$ cat src/rtl/fi_pkg.sv
// Shared definitions for the frame interrupt generator.
// Assumes: mode bit 1 selects raw capture, bit 0 selects interlaced scan.
package fi_pkg;
    typedef enum logic [1:0] {
        FI_PROG_BT = 2'b00,
        FI_INTL_BT = 2'b01,
        FI_RAW_P   = 2'b10,
        FI_RAW_I   = 2'b11
    } scan_mode_e;

    localparam int ST_START = 0;
    localparam int ST_END   = 1;
    localparam int ST_FIRST = 2;
    localparam int ST_FIELD = 3;
    localparam int ST_W     = 4;
    localparam int CLR_W    = 3;
endpackage

$ cat src/rtl/fi_start_detect.sv
// Start-of-frame detector: decides, in the cycle of a line_start strobe,
// whether that line is the start point for the selected scan mode.
// Embedded-sync modes look for a fixed line-number transition; raw mode
// looks for the first line inside the vertical valid region.
// Assumes: line_num and vvalid are meaningful only while line_start is high.
module fi_start_detect
    import fi_pkg::*;
#(
    parameter int LINE_W   = 11,
    parameter int IL_START = 11,
    parameter int PR_START = 5
) (
    input  logic              clk,
    input  logic              rst_n,
    input  logic              line_start,
    input  logic [LINE_W-1:0] line_num,
    input  logic              vvalid,
    input  scan_mode_e        mode,
    output logic              start_hit
);
    localparam logic [LINE_W-1:0] IL_LINE = LINE_W'(IL_START);
    localparam logic [LINE_W-1:0] IL_PREV = LINE_W'(IL_START - 1);
    localparam logic [LINE_W-1:0] PR_LINE = LINE_W'(PR_START);
    localparam logic [LINE_W-1:0] PR_PREV = LINE_W'(PR_START - 1);

    logic [LINE_W-1:0] prev_line;
    logic              prev_vvalid;
    logic              bt_hit;
    logic              raw_hit;

    // Remember the line number and valid flag carried by the last line strobe.
    always_ff @(posedge clk) begin
        if (!rst_n) begin
            prev_line   <= '0;
            prev_vvalid <= 1'b0;
        end else if (line_start) begin
            prev_line   <= line_num;
            prev_vvalid <= vvalid;
        end
    end

    // Embedded-sync match: selected boundary line reached from its predecessor.
    always_comb begin
        if (mode[0]) bt_hit = (line_num == IL_LINE) && (prev_line == IL_PREV);
        else         bt_hit = (line_num == PR_LINE) && (prev_line == PR_PREV);
    end

    // Raw match: leading line of the vertical valid region.
    always_comb raw_hit = vvalid && !prev_vvalid;

    // Final selection by capture type, only on a line strobe.
    always_comb start_hit = line_start && (mode[1] ? raw_hit : bt_hit);
endmodule

$ cat src/rtl/fi_first_arm.sv
// First-frame arming: a rising edge of capture enable arms the flag, and the
// next start event consumes it. The armed state is held while capture is off.
// Assumes: start_ev is already qualified by capture enable.
module fi_first_arm (
    input  logic clk,
    input  logic rst_n,
    input  logic cap_en,
    input  logic start_ev,
    output logic first_hit
);
    logic cap_en_q;
    logic armed;

    // Track capture enable and the armed state.
    always_ff @(posedge clk) begin
        if (!rst_n) begin
            cap_en_q <= 1'b0;
            armed    <= 1'b0;
        end else begin
            cap_en_q <= cap_en;
            if (cap_en && !cap_en_q) armed <= 1'b1;
            else if (start_ev)       armed <= 1'b0;
        end
    end

    // The start event that finds the flag armed is the one to ignore.
    always_comb first_hit = start_ev && armed;
endmodule

$ cat src/rtl/fi_sticky.sv
// Bank of sticky status bits with write-one-to-clear; a set wins over a clear
// in the same cycle so no event is lost.
// Assumes: set and clr are single-cycle qualified strobes.
module fi_sticky #(
    parameter int N = 3
) (
    input  logic         clk,
    input  logic         rst_n,
    input  logic [N-1:0] set,
    input  logic [N-1:0] clr,
    output logic [N-1:0] q
);
    for (genvar i = 0; i < N; i++) begin : g_bit
        // One sticky bit: set has priority, otherwise clear, otherwise hold.
        always_ff @(posedge clk) begin
            if (!rst_n)      q[i] <= 1'b0;
            else if (set[i]) q[i] <= 1'b1;
            else if (clr[i]) q[i] <= 1'b0;
        end
    end
endmodule

$ cat src/rtl/frame_irq_gen.sv
// Frame interrupt generator top: qualifies start and end events with capture
// enable, drives masked single-cycle interrupt pulses, and keeps the sticky
// status word (start, end, first frame, field id).
// Assumes: all inputs are synchronous to clk.
module frame_irq_gen
    import fi_pkg::*;
#(
    parameter int LINE_W   = 11,
    parameter int IL_START = 11,
    parameter int PR_START = 5
) (
    input  logic              clk,
    input  logic              rst_n,
    input  logic              cap_en,
    input  logic [1:0]        mode,
    input  logic              line_start,
    input  logic [LINE_W-1:0] line_num,
    input  logic              field_in,
    input  logic              vvalid,
    input  logic              xfer_done,
    input  logic [1:0]        irq_mask,
    input  logic              clr_we,
    input  logic [CLR_W-1:0]  clr_bits,
    output logic              irq_start,
    output logic              irq_end,
    output logic [ST_W-1:0]   status
);
    scan_mode_e       mode_e;
    logic             start_hit;
    logic             start_ev;
    logic             end_ev;
    logic             first_hit;
    logic [CLR_W-1:0] sticky_set;
    logic [CLR_W-1:0] sticky_clr;
    logic [CLR_W-1:0] sticky_q;
    logic             field_q;

    // Cast the raw mode pins to the shared enum.
    always_comb mode_e = scan_mode_e'(mode);

    fi_start_detect #(
        .LINE_W  (LINE_W),
        .IL_START(IL_START),
        .PR_START(PR_START)
    ) u_detect (
        .clk       (clk),
        .rst_n     (rst_n),
        .line_start(line_start),
        .line_num  (line_num),
        .vvalid    (vvalid),
        .mode      (mode_e),
        .start_hit (start_hit)
    );

    // Events exist only while capture is enabled.
    always_comb begin
        start_ev = start_hit && cap_en;
        end_ev   = xfer_done && cap_en;
    end

    fi_first_arm u_arm (
        .clk      (clk),
        .rst_n    (rst_n),
        .cap_en   (cap_en),
        .start_ev (start_ev),
        .first_hit(first_hit)
    );

    // Map events and software clears onto the sticky bank.
    always_comb begin
        sticky_set           = '0;
        sticky_set[ST_START] = start_ev;
        sticky_set[ST_END]   = end_ev;
        sticky_set[ST_FIRST] = first_hit;
        sticky_clr           = clr_we ? clr_bits : '0;
    end

    fi_sticky #(.N(CLR_W)) u_sticky (
        .clk  (clk),
        .rst_n(rst_n),
        .set  (sticky_set),
        .clr  (sticky_clr),
        .q    (sticky_q)
    );

    // Capture the field identity at each start event (interlaced only).
    always_ff @(posedge clk) begin
        if (!rst_n)        field_q <= 1'b0;
        else if (start_ev) field_q <= mode_e[0] ? field_in : 1'b0;
    end

    // Masked single-cycle interrupt pulses.
    always_ff @(posedge clk) begin
        if (!rst_n) begin
            irq_start <= 1'b0;
            irq_end   <= 1'b0;
        end else begin
            irq_start <= start_ev && irq_mask[0];
            irq_end   <= end_ev && irq_mask[1];
        end
    end

    // Assemble the status word.
    always_comb status = {field_q, sticky_q};
endmodule

$ cat config.mk
export PLATFORM = sky130hd
export DESIGN_NAME = frame_irq_gen
export DESIGN_NICKNAME = d
export VERILOG_FILES = /design/src/rtl/fi_pkg.sv /design/src/rtl/fi_start_detect.sv /design/src/rtl/fi_first_arm.sv /design/src/rtl/fi_sticky.sv /design/src/rtl/frame_irq_gen.sv
export SDC_FILE = /design/constraint.sdc
export NUM_CORES = 1
export LEC_CHECK = 0
export BUFFER_PORTS_ARGS = -buffer_cell sky130_fd_sc_hd__buf_2
export CORE_ASPECT_RATIO = 1.25
export CORE_MARGIN = 5
export CORE_UTILIZATION = 46
export CTS_CLUSTER_DIAMETER = 150
export DETAILED_ROUTE_END_ITERATION = 6
export PLACE_DENSITY_LB_ADDON = 0.15
export REMOVE_ABC_BUFFERS = 1
export SETUP_SLACK_MARGIN = 0.3
export SLEW_MARGIN = 20
export SYNTH_ARGS = -nofsm -noshare
export SYNTH_HDL_FRONTEND = slang
export SYNTH_SLANG_ARGS = --single-unit
$ cat constraint.sdc
create_clock -name clk -period 2.2 [get_ports clk]
set_input_delay 0.22 -clock clk [delete_from_list [all_inputs] [get_ports clk]]
set_output_delay 0.22 -clock clk [all_outputs]
set_load 0.02 [all_outputs]
==> results of run 1 <==
## flip-flops by register name, summed over array words and instances (netlist names)
name / flops
u_arm.armed: 1
irq_end: 1
u_detect.prev_vvalid: 1
irq_start: 1
u_detect.prev_line: 11
field_q: 1
u_arm.cap_en_q: 1
u_sticky.q: 3
## worst max-delay path by stage
stage                                startpoint       to  slack [ns]  cells after the start
after global placement              line_num[5]  field_q        0.57                      6
after floorplan           u_detect.prev_line[6]  field_q        0.71                      5
after detailed placement            line_num[5]  field_q        0.52                      6
after CTS                 u_detect.prev_line[6]  field_q        0.55                      5
final                     u_detect.prev_line[6]  field_q        0.58                      5
after global routing      u_detect.prev_line[6]  field_q        0.48                      5
## power by group
group          total (mW)  leakage [nW]  internal [mW]  switching (mW)
clock               0.202        0.0210          0.101           0.101
combinational      0.0825         0.292         0.0436          0.0389
sequential          0.390         0.165          0.381         0.00944
## logic make-up after synthesis
group           Yosys count  synth area share
compound gates            8            0.0691
buf+inv                   6            0.0450
flops                    20             0.480
mux                      13             0.156
simple gates             35             0.249
## final cells by class
type,instances,area [µm²],area share
repair buffers,32,163,0.159
inverters,1,3.75,0.00367
clock buffers,4,36.3,0.0355
flip-flops and latches,20,400,0.392
multi-input cells,56,395,0.387
well taps,19,23.8,0.0233
## layer usage
metal / vias up / wire length [µm]
li1: 352 / -
met1: 290 / 683
met2: 22 / 734
met3: 2 / 145
met4: 0 / 15
met5: - / 0
## through the flow
| step | instance area, µm² | hold WS, ns | instances | power (mW) | utilization |
|---|---|---|---|---|---|
| global route | 1020 | 0.151 | 132 | 0.710 | 0.586 |
| finish | 1020 | 0.150 | 132 | 0.675 | 0.586 |
| CTS | 1020 | 0.132 | 132 | 0.688 | 0.586 |
| global placement | 986 | 0.417 | 128 | 0.480 | 0.565 |
| floorplan | 800 | 0.338 | 77 | 0.436 | - |
| detailed placement | 986 | 0.427 | 128 | 0.482 | 0.565 |
## layout by cell type (no fill, tap or decap)
cell type,count
dfxtp_1,20
nor3b_1,1
nor4_1,2
a21boi_0,1
nand3_1,1
and3_1,2
clkbuf_8,1
a22oi_1,1
o22ai_1,1
nand2_1,8
nand4b_1,1
a31oi_1,1
buf_4,1
or4_1,1
nand4_1,1
buf_2,31
or3_1,1
clkbuf_4,3
nor4_2,1
o21ai_2,1
nor4b_1,1
inv_1,1
a21oi_1,1
nor2b_1,13
mux2i_1,13
nor3_1,1
o21a_1,1
a31o_2,1
nor2_1,1
## worst max-delay path: stages (launching register included)
cell and delay, ns:
dfxtp_1 0.32, or4_1 0.52, nor4_2 0.14, nand4_1 0.13, o21ai_2 0.24, mux2i_1 0.21
==> out/qor.csv, run 1 <==
metric,value,unit
avgSynthCellArea,10.2,µm²
portBuffers,31,
tns,0,ns
hold_end,irq_start,
nNetsFinal,140,
synth_warnings,0,
initial_utilization,0.478,
synth_area_leaders,"dfxtp_1, mux2i_1, nor2b_1, nand2_1, and3_1",
max-cap-violations,0,
critical_path_class,flop to flop,
finalSetupViolCount,0,
powerDensity,660,nW/µm²
drtAntennaViolNets,0,
r2r_cells,5,
end_kind,flop,
async_reset_ff_frac,0,
ys_seq_elements,20,
period_needed,1.62,ns
gr-usage-met1,0.154,
cts_resized,0,
grt_pass1_wl,2.56,mm
antenna_found_initial,0,
hold_depth,2,
cts_setup_buffers,0,
finalClockSkew,0.00109,ns
maxSlewViolCount,0,
synth.most_common_cell,dfxtp_1,
r2r_end,field_q,
die-area,2770,µm²
timing.final.ws_setup,0.580,ns
syn_area,833,µm²
hold_start,irq_mask[0],
grt_pass1_vias,661,
drt_iter0_markers,6,
wire_per_inst,12.0,µm
cts_made_buffers,3,
netlist_top_cells_count,"dfxtp_1, mux2i_1, nor2b_1",
crit_arrival,1.85,ns
yosysSeqAreaShare,0.480,
fin_crit_sh,0.736,
grt_util_met2,0.200,
fmax,617,MHz
syn2layout_area_growth,22.7,%
synthFlopType,dfxtp_1,
yosysTopAreaCell,dfxtp_1,
vias_per_cell,5.05,
synth_top_area_frac,0.480,
fillers,158,
tightest_slew,0.290,ns
cts_tree,yes,
drt_drc_violations_left,0,
max-vdd-ir-drop,0.429,mV
path_max_fanout,5,
yosysUniqueCellTypes,30,
netlist_instances,82,
pin_count,32,
diodes,0,
grt_max_degree,22,
insertion_delay,0.29,ns
grt.total_usage,0.128,
cts_buffer_depth,2,
drive_gt1_frac,0.345,
hold_buffers,0,
r2r-start,u_detect.prev_line[6],
drt-pass1-iter-count,4,
rsz0062_at_grt,no,
core,1740,µm²
p_leak,0.478,nW
synth-edff-count,0,
relSlewSlack,0.805,
met3_usage,0.0315,
htreeDepth,1,
die_w,48.1,µm
ff2ff_setup_slack,0.58,ns
finalWirelength,1.58,mm
required,2.43,ns
gp_congestion,0.743,
cts.sinks,20,
rows,17,
grt-busiest-layer,met2,
hold_viol,0,
gr-total-overflow,0,
start_kind,flop,
cts.clk_slew.worst_paths,0.10,ns
hp-class,input port to flop,
root_buffer,clkbuf_4,
dp_slack,0.518,ns
dpl.hpwl,1.24,mm
vias,666,
status,"complete, no violations",
die_y,57.6,µm
Note: power is estimated with default switching activity, not from simulation.
==> inputs of run 2 (changes only) <==
--- a/config.mk
+++ b/config.mk
@@ -8,7 +8,7 @@
 export BUFFER_PORTS_ARGS = -buffer_cell sky130_fd_sc_hd__buf_2
 export CORE_ASPECT_RATIO = 1.25
 export CORE_MARGIN = 5
-export CORE_UTILIZATION = 46
+export CORE_UTILIZATION = 42
 export CTS_CLUSTER_DIAMETER = 150
 export DETAILED_ROUTE_END_ITERATION = 6
 export PLACE_DENSITY_LB_ADDON = 0.15
==> constraint.sdc (replaced) <==
create_clock -name clk -period 1.4 [get_ports clk]
set_input_delay 0.14 -clock clk [delete_from_list [all_inputs] [get_ports clk]]
set_output_delay 0.14 -clock clk [all_outputs]
set_load 0.02 [all_outputs]
==> run 2 against run 1 <==
Net effect:
- the run now ends with negative setup slack left
- clock-buffer cell count down 1
- total power up 48%
- critical path depth unchanged
- global-route usage shrank 0.87 points
- combinational power up 64%
- routed wire length rose by 4.5%
- non-clock buffer count unchanged
==> out/qor.csv, run 2 (synthesis results as in run 1) <==
metric,value,unit
status,finished with violations,
violations,negative setup slack,
end_kind,flop,
die_y,59.8,µm
rsz0062_at_grt,yes,
crit_arrival,1.85,ns
required,1.62,ns
timing.final.ws_setup,-0.223,ns
cts_setup_buffers,0,
grt_max_degree,22,
period_needed,1.62,ns
drive_gt1_frac,0.348,
tightest_slew,0.295,ns
maxSlewViolCount,0,
initial_utilization,0.430,
drtAntennaViolNets,0,
start_kind,flop,
finalWirelength,1.65,mm
dpl.hpwl,1.28,mm
max-cap-violations,0,
fin_crit_sh,1.16,
cts.sinks,20,
portBuffers,31,
critical_path_class,flop to flop,
hold_viol,0,
drt_iter0_markers,7,
cts_tree,yes,
path_max_fanout,5,
pin_count,32,
gp_congestion,0.738,
die_w,49.8,µm
syn2layout_area_growth,22.7,%
drt-pass1-iter-count,2,
powerDensity,980,nW/µm²
final_common_cell,buf_2,
vias_per_cell,5.07,
relSlewSlack,0.801,
insertion_delay,0.28,ns
power,1.00,mW
drt_drc_violations_left,0,
seqCellArea,400,µm²
wire_per_inst,12.5,µm
layout_common_cells,"buf_2, dfxtp_1, mux2i_1, nor2b_1, nand2_1",
cts_buffer_depth,2,
gr-total-overflow,0,
die-area,2980,µm²
grt_pass1_vias,665,
finalSetupViolCount,5,
fmax,616,MHz
grt.total_usage,0.120,
nNetsFinal,140,
cts_made_buffers,3,
diodes,0,
dp_cells,129,
core,1940,µm²
cts.clk_slew.worst_paths,0.10,ns
largest_register_ffs,11,
p_leak,0.473,nW
rows,18,
final_cells,132,
grt_pass1_wl,2.79,mm
antenna_found_initial,0,
fin_util,0.528,
hold_buffers,0,
vias,669,
root_buffer,clkbuf_4,
fillers,195,
largest_register,u_detect.prev_line,
multi_input_area,408,µm²
top_regs,"u_detect.prev_line x11, u_sticky.q x3",
hp-class,input port to flop,
max-vdd-ir-drop,0.451,mV
finalClockSkew,0.000667,ns
htreeDepth,1,
==> run 2: cell count changes in the layout (fill, tap and decap cells not counted) <==
cell,delta
clkbuf_8,-1
nor4_2,-1
nor4_4,+1
or4_1,-1
or4_4,+1
==> run 2: metrics by stage <==
step | hold slack, ns | setup slack (ns) | cell area [µm²] | TNS, ns
global placement | 0.363 | -0.200 | 987 | -0.843
CTS | 0.0603 | -0.227 | 1010 | -1.02
global route | 0.0514 | -0.317 | 1020 | -1.38
floorplan | 0.258 | -0.0910 | 800 | -0.295
finish | 0.0688 | -0.223 | 1020 | -0.955
detailed placement | 0.373 | -0.228 | 987 | -0.970
==> run 2: worst max-delay path: stages (launching register included) <==
cell and delay (ns):
dfxtp_1 0.32, or4_4 0.52, nor4_4 0.13, nand4_1 0.13
o21ai_2 0.26, mux2i_1 0.20
==> run 2: worst paths after layout <==
kind                    startpoint     endpoint  slack (ns)  cells past startpoint
max          u_detect.prev_line[6]      field_q       -0.22                      5
min                    irq_mask[0]    irq_start        0.07                      2
max reg2reg  u_detect.prev_line[6]      field_q       -0.22                      5
min reg2reg         u_arm.cap_en_q  u_arm.armed        0.45                      1
==> run 2: timing repair <==
action | in CTS | in global routing
resized for setup | 1 | 1
pin swaps | 2 | 1
setup endpoints to repair | 5 | 5
==> run 2: layout make-up <==
| cell class | count | area share |
|---|---|---|
| Multi-Input combinational cell | 56 | 0.399 |
| Sequential cell | 20 | 0.392 |
| Timing Repair Buffer | 32 | 0.159 |
| Tap cell | 20 | 0.0245 |
| Clock buffer | 3 | 0.0220 |
| Inverter | 1 | 0.00367 |
==> run 2: power breakdown <==
group          leakage (nW)  switching (mW)  internal (mW)
Sequential            0.165          0.0158          0.598
Clock                0.0138           0.153         0.0999
Combinational         0.294          0.0645         0.0704
==> run 2: layer usage <==
metal  up-vias  GRT usage  part of all wire
met4         0     0.0787            0.0091
li1        348          -                 -
met5         -          0                 0
met3         2     0.0299             0.090
met2        21      0.178              0.45
met1       298      0.152              0.45
